File: src/rtl/flash_poll_pkg.sv
package flash_poll_pkg;

    localparam int DATA_W = 8;
    localparam int FAIL_BIT = 5;
    localparam int MAIN_TGL_BIT = 6;
    localparam int ALT_TGL_BIT = 2;
    localparam logic [DATA_W-1:0] RESET_CMD = 8'hF0;

    typedef enum logic [1:0] {
        ST_IDLE,
        ST_RD_A,
        ST_RD_B,
        ST_RST_WR
    } poll_state_e;

    typedef struct packed {
        logic fail;
        logic timeout;
    } poll_result_t;

    typedef struct packed {
        logic              req;
        logic              we;
        logic [DATA_W-1:0] wdata;
    } bus_cmd_t;

    function automatic logic pick_toggle(input logic [DATA_W-1:0] d, input logic alt);
        return d[alt ? ALT_TGL_BIT : MAIN_TGL_BIT];
    endfunction

endpackage

File: src/rtl/toggle_sampler.sv
module toggle_sampler
    import flash_poll_pkg::*;
(
    input  logic              clk,
    input  logic              rst,
    input  logic              capture,
    input  logic              use_alt,
    input  logic [DATA_W-1:0] rdata,
    output logic              toggled,
    output logic              fail_flag
);

    logic first_q;

    // Toggle bit of the first read of a pair is held for the second read.
    always_ff @(posedge clk) begin
        if (rst) begin
            first_q <= 1'b0;
        end else if (capture) begin
            first_q <= pick_toggle(rdata, use_alt);
        end
    end

    assign toggled   = first_q ^ pick_toggle(rdata, use_alt);
    assign fail_flag = rdata[FAIL_BIT];

endmodule

File: src/rtl/pair_limit.sv
module pair_limit #(
    parameter int CNT_W = 8
) (
    input  logic             clk,
    input  logic             rst,
    input  logic             clr,
    input  logic             inc,
    input  logic [CNT_W-1:0] max_pairs,
    output logic             limit_hit
);

    localparam int EXT_W = CNT_W + 1;

    logic [CNT_W-1:0] cnt_q;
    logic [EXT_W-1:0] next_cnt;
    logic [EXT_W-1:0] limit;

    assign next_cnt  = {1'b0, cnt_q} + EXT_W'(1);
    assign limit     = (max_pairs == '0) ? EXT_W'(1) : {1'b0, max_pairs};
    assign limit_hit = (next_cnt >= limit);

    always_ff @(posedge clk) begin
        if (rst || clr) begin
            cnt_q <= '0;
        end else if (inc) begin
            cnt_q <= next_cnt[CNT_W-1:0];
        end
    end

    // the count never runs past the cap, since reaching it ends polling
    a_r8_count_bound: assert property (@(posedge clk) disable iff (rst)
        ({1'b0, cnt_q} <= limit));

endmodule

File: src/rtl/poll_fsm.sv
module poll_fsm
    import flash_poll_pkg::*;
(
    input  logic         clk,
    input  logic         rst,
    input  logic         start,
    input  logic         abort,
    input  logic         bus_ack,
    input  logic         toggled,
    input  logic         fail_flag,
    input  logic         limit_hit,
    output bus_cmd_t     cmd,
    output logic         capture,
    output logic         launch,
    output logic         cnt_inc,
    output logic         busy,
    output logic         done,
    output poll_result_t result
);

    poll_state_e  state_q, state_d;
    logic         recheck_q, recheck_d;
    poll_result_t res_q, res_d;
    logic         done_q, done_d;

    always_comb begin
        state_d   = state_q;
        recheck_d = recheck_q;
        res_d     = res_q;
        done_d    = 1'b0;
        capture   = 1'b0;
        launch    = 1'b0;
        cnt_inc   = 1'b0;
        unique case (state_q)
            ST_IDLE: begin
                if (start) begin
                    launch    = 1'b1;
                    recheck_d = 1'b0;
                    res_d     = '0;
                    state_d   = ST_RD_A;
                end
            end
            ST_RD_A: begin
                if (abort) begin
                    recheck_d = 1'b0;
                    state_d   = ST_IDLE;
                end else if (bus_ack) begin
                    capture = 1'b1;
                    state_d = ST_RD_B;
                end
            end
            ST_RD_B: begin
                if (abort) begin
                    recheck_d = 1'b0;
                    state_d   = ST_IDLE;
                end else if (bus_ack) begin
                    if (!toggled) begin
                        done_d  = 1'b1;
                        state_d = ST_IDLE;
                    end else if (recheck_q) begin
                        res_d.fail = 1'b1;
                        state_d    = ST_RST_WR;
                    end else if (fail_flag) begin
                        recheck_d = 1'b1;
                        state_d   = ST_RD_A;
                    end else begin
                        cnt_inc = 1'b1;
                        if (limit_hit) begin
                            res_d.fail    = 1'b1;
                            res_d.timeout = 1'b1;
                            state_d       = ST_RST_WR;
                        end else begin
                            state_d = ST_RD_A;
                        end
                    end
                end
            end
            ST_RST_WR: begin
                if (bus_ack) begin
                    done_d  = 1'b1;
                    state_d = ST_IDLE;
                end
            end
            default: state_d = ST_IDLE;
        endcase
    end

    always_ff @(posedge clk) begin
        if (rst) begin
            state_q   <= ST_IDLE;
            recheck_q <= 1'b0;
            res_q     <= '0;
            done_q    <= 1'b0;
        end else begin
            state_q   <= state_d;
            recheck_q <= recheck_d;
            res_q     <= res_d;
            done_q    <= done_d;
        end
    end

    assign cmd.req   = (state_q != ST_IDLE);
    assign cmd.we    = (state_q == ST_RST_WR);
    assign cmd.wdata = (state_q == ST_RST_WR) ? RESET_CMD : '0;
    assign busy      = (state_q != ST_IDLE);
    assign done      = done_q;
    assign result    = res_q;

    // done lasts exactly one cycle
    a_r3_done_pulse: assert property (@(posedge clk) disable iff (rst)
        done_q |=> !done_q);

    // a read request is held until acknowledged or aborted
    a_r2_req_hold: assert property (@(posedge clk) disable iff (rst)
        (cmd.req && !cmd.we && !bus_ack && !abort) |=> cmd.req);

    // the reset write stays pending, and busy stays high, until its acknowledge
    a_r9_write_hold: assert property (@(posedge clk) disable iff (rst)
        (cmd.we && !bus_ack) |=> (busy && cmd.we && !done_q));

    // fail only rises on the way into the reset write
    a_r6_fail_then_write: assert property (@(posedge clk) disable iff (rst)
        $rose(res_q.fail) |-> (state_q == ST_RST_WR));

    // timeout never stands without fail
    a_r8_timeout_is_fail: assert property (@(posedge clk) disable iff (rst)
        res_q.timeout |-> res_q.fail);

    // abort during reads returns to idle with no done
    a_r10_abort_idle: assert property (@(posedge clk) disable iff (rst)
        (busy && !cmd.we && abort) |=> (!busy && !done_q));

endmodule

File: src/rtl/toggle_status_poller.sv
module toggle_status_poller
    import flash_poll_pkg::*;
#(
    parameter int CNT_W = 8
) (
    input  logic              clk,
    input  logic              rst,
    input  logic              start,
    input  logic              abort,
    input  logic              use_alt_bit,
    input  logic [CNT_W-1:0]  max_pairs,
    output logic              bus_req,
    output logic              bus_we,
    output logic [DATA_W-1:0] bus_wdata,
    input  logic              bus_ack,
    input  logic [DATA_W-1:0] bus_rdata,
    output logic              busy,
    output logic              done,
    output logic              fail,
    output logic              timeout
);

    bus_cmd_t         cmd;
    poll_result_t     result;
    logic             capture, launch, cnt_inc;
    logic             toggled, fail_flag, limit_hit;
    logic             alt_q;
    logic [CNT_W-1:0] max_q;

    // Configuration is frozen for the whole polling run
    always_ff @(posedge clk) begin
        if (rst) begin
            alt_q <= 1'b0;
            max_q <= '0;
        end else if (launch) begin
            alt_q <= use_alt_bit;
            max_q <= max_pairs;
        end
    end

    toggle_sampler u_sampler (
        .clk       (clk),
        .rst       (rst),
        .capture   (capture),
        .use_alt   (alt_q),
        .rdata     (bus_rdata),
        .toggled   (toggled),
        .fail_flag (fail_flag)
    );

    pair_limit #(.CNT_W(CNT_W)) u_limit (
        .clk       (clk),
        .rst       (rst),
        .clr       (launch),
        .inc       (cnt_inc),
        .max_pairs (max_q),
        .limit_hit (limit_hit)
    );

    poll_fsm u_fsm (
        .clk       (clk),
        .rst       (rst),
        .start     (start),
        .abort     (abort),
        .bus_ack   (bus_ack),
        .toggled   (toggled),
        .fail_flag (fail_flag),
        .limit_hit (limit_hit),
        .cmd       (cmd),
        .capture   (capture),
        .launch    (launch),
        .cnt_inc   (cnt_inc),
        .busy      (busy),
        .done      (done),
        .result    (result)
    );

    assign bus_req   = cmd.req;
    assign bus_we    = cmd.we;
    assign bus_wdata = cmd.wdata;
    assign fail      = result.fail;
    assign timeout   = result.timeout;

    // the cycle after reset everything is quiet
    a_r1_reset_quiet: assert property (@(posedge clk) disable iff (rst)
        $past(rst) |-> (!busy && !done && !bus_req && !fail && !timeout));

endmodule

File: config.mk
export PLATFORM = sky130hd
export DESIGN_NAME = toggle_status_poller
export DESIGN_NICKNAME = d
export VERILOG_FILES = /design/src/rtl/flash_poll_pkg.sv /design/src/rtl/toggle_sampler.sv /design/src/rtl/pair_limit.sv /design/src/rtl/poll_fsm.sv /design/src/rtl/toggle_status_poller.sv
export SDC_FILE = /design/constraint.sdc
export NUM_CORES = 1
export LEC_CHECK = 0
export ABC_AREA = 1
export ABC_CLOCK_PERIOD_IN_PS = 4400
export BUFFER_PORTS_ARGS = -buffer_cell sky130_fd_sc_hd__buf_2
export CORE_MARGIN = 2
export CORE_UTILIZATION = 50
export DETAILED_ROUTE_END_ITERATION = 10
export PLACE_DENSITY = 0.85
export SLEW_MARGIN = 20
export SYNTH_ARGS = -nofsm -noshare
export SYNTH_HDL_FRONTEND = slang
export SYNTH_HIERARCHICAL = 1
export SYNTH_SLANG_ARGS = --single-unit
File: constraint.sdc
create_clock -name clk -period 4.4 [get_ports clk]
set_input_delay 0.88 -clock clk [delete_from_list [all_inputs] [get_ports clk]]
set_output_delay 0.88 -clock clk [all_outputs]
set_load 0.01 [all_outputs]
==> results.yml <==
status:
  status: "complete, no violations"
global_routing:
  grt_max_degree: 20
  grt_pass1_vias: 1257
  antenna_found_initial: 0
  track_usage_pct: 18.30
  grt_pass1_wl_mm: 5.216
  overflow: 0
synth:
  synth-edff-count: 0
  yosys_warnings: 6
  synthCells: 253
  synth-main-ff-cell: "dfxtp_1"
  yosysSeqAreaShare_pct: 29.05
  synth_area_um2: 1654
  synth_cell_types: 31
  yosysTopAreaCell: "dfxtp_1"
  yosys.area.top_type_share_pct: 29.05
  ys_async_sr_fraction_pct: 0
  synth.avg_cell_area_um2: 6.538
  synthTopCellsByArea: "dfxtp_1, nand2_1, inv_1"
  ys_ff_latch: 24
floorplan:
  die_x_um: 61.52
  die_y_um: 61.52
  initial_core_util_pct: 53.31
  rows: 20
  core_area_um2: 3103
  ioPinCount: 36
  die_area_um2: 3784
critical_path:
  end_kind: "flop"
  crit_type: "flop to flop"
  arrival_ns: 2.67
  startpoint_type: "flop"
  cp_max_fo: 5
  critPathRequiredTime_ns: 4.68
power:
  seqPwrFrac_pct: 41.1
  clkPwrFrac_pct: 26.6
  power_leakage_nw: 0.9932
  powerDensity_nw_per_um2: 345.7
  swShare_pct: 34.38
  p_sw_uw: 213.5
  combPwrFrac_pct: 32.3
  irDropWorstVdd_uv: 192.4
  internal_power_uw: 407.5
route:
  first_iter_violations: 58
  dr.pass1.iters: 4
  m1WireLength_mm: 1.521
  vias: 1469
  wirelength_mm: 3.090
  wl_per_cell_um: 9.748
  routed-wl-met2_mm: 1.375
  ant_nets: 0
  top_layer: "met4"
  routed-wl-met3_um: 96
  drc: 0
  via_per_inst: 4.634
sta:
  setup_viol: 0
  timing.final.ws_setup_ns: 2.007
  worst_slew_pin_slew_ns: 0.5137
  fmax_mhz: 418.0
  fin_skew_ns: 0.004891
  finalCritPeriodShare_pct: 54.38
  finalCriticalPeriod_ns: 2.393
  slew_violations: 0
  fin_hold_ws_ns: 0.4672
  slew_headroom_pct: 65.49
  hold_violations: 0
  fin_setup_tns_ns: 0
  rsz0062_at_grt: "no"
clock_network:
  hold_buffers: 0
  cts.sinks: 24
  clk-insertion-delay-late_ns: 0.33
  clk_transition_reported_paths_ns: 0.14
  cts_max_path_buffers: 2
  post_cts_resized: 0
  post_cts.repair.setup_buffers: 0
  htreeDepth: 1
  cts-root-buf: "clkbuf_4"
  cts_tree: "built"
  cts_buffers: 3
cells_and_area:
  final_common_cell: "nand2_1"
  nNetsFinal: 305
  syn2layout_area_growth_pct: 8.623
  fin_cells: 317
  antenna_cells: 0
  drive_gt1_share_pct: 20.51
  fillCellCount: 321
  final_cell_mix: "nand2_1, inv_1, nor2_1, buf_2, dfxtp_1"
place:
  io_buffers: 26
  place.gp.congestion: 0.8087
  place_hpwl_mm: 2.321
  dp.cells: 313
  dp_slack_ns: 1.688
flow_run:
  maxCapViolCount: 0
worst_hold_path:
  hp-class: "flop to flop"
[worst max-delay path: stages (launching register included)]
cell	delay, ns
dfxtp_1	0.45
ha_1	0.23
nand3_2	0.11
xor2_1	0.19
ha_1	0.32
nand2_1	0.05
inv_1	0.07
nand3_1	0.07
nand3_1	0.06
nand2_1	0.05
nand2_1	0.06
nand2_1	0.05
nand2_1	0.08
inv_1	0.04
o21bai_1	0.21
nand2_1	0.09
nor2_1	0.11
nor2_1	0.05
nor2_1	0.07
[per-stage QoR]
stage / instance area (µm²) / utilization (%) / total power [mW]
floorplan: 1665 / - / 0.4270
global placement: 1744 / 56.21 / 0.4521
detailed placement: 1744 / 56.21 / 0.4583
CTS: 1797 / 57.90 / 0.6225
global route: 1797 / 57.90 / 0.6670
finish: 1797 / 57.90 / 0.6210
[Yosys cell counts (5+ instances only)]
cell type  count
buf_4         11
nand3_1       11
o21ai_0        5
ha_1           9
nand2_2        6
dfxtp_1       24
a21oi_1        9
inv_1         45
nand2_1       56
nor2_1        40
[per-layer routing]
layer	global-route usage (%)	up-vias
met5	0	-
met4	10.03	0
met3	1.891	13
met2	28.12	36
met1	25.06	633
li1	-	787
[flip-flops by register name (all words and copies together), names as in the netlist]
signal and count:
max_q 8, u_limit/cnt_q 8, u_fsm/result 2, u_fsm/state_q 2
alt_q 1, u_fsm/done 1, u_fsm/recheck_q 1, u_sampler/first_q 1
[cell families (layout without fill, tap and decap cells)]
logic type      Yosys count  in the layout  synth area share, %
simple gates            129            129                34.87
buf+inv                  63             80                18.00
flops                    24             24                29.05
compound gates           22             22                7.488
fa+ha+maj                 9              9                6.808
xor+xnor                  5              5                3.555
other cells               1              4               0.2267
[final timing paths]
kind	slack (ns)	endpoint	cells after the start	start
worst min register to register	0.47	u_fsm/result[0]	2	u_fsm/result[0]
worst min-delay path	0.47	u_fsm/result[0]	2	u_fsm/result[0]
worst max-delay path	2.01	u_fsm/result[1]	18	u_limit/cnt_q[0]
worst max register to register	2.01	u_fsm/result[1]	18	u_limit/cnt_q[0]
[area by class of cell]
cell class | instances | area (µm²) | share of cell area [%]
Sequential cell | 24 | 480.5 | 26.74
Timing Repair Buffer | 27 | 137.6 | 7.660
Tap cell | 44 | 55.05 | 3.064
Clock buffer | 3 | 22.52 | 1.253
Multi-Input combinational cell | 169 | 887.1 | 49.37
Inverter | 49 | 183.9 | 10.24
Clock inverter | 1 | 30.03 | 1.671
[power by group through the flow]
stage | Sequential, mW | Combinational [mW] | Clock (mW)
after CTS | 0.256 | 0.200 | 0.167
final | 0.255 | 0.201 | 0.165
after floorplan | 0.260 | 0.167 | 0
after global routing | 0.259 | 0.232 | 0.176
after global placement | 0.260 | 0.192 | 0
after detailed placement | 0.261 | 0.198 | 0
No activity file was read; power rests on OpenSTA's default activity.
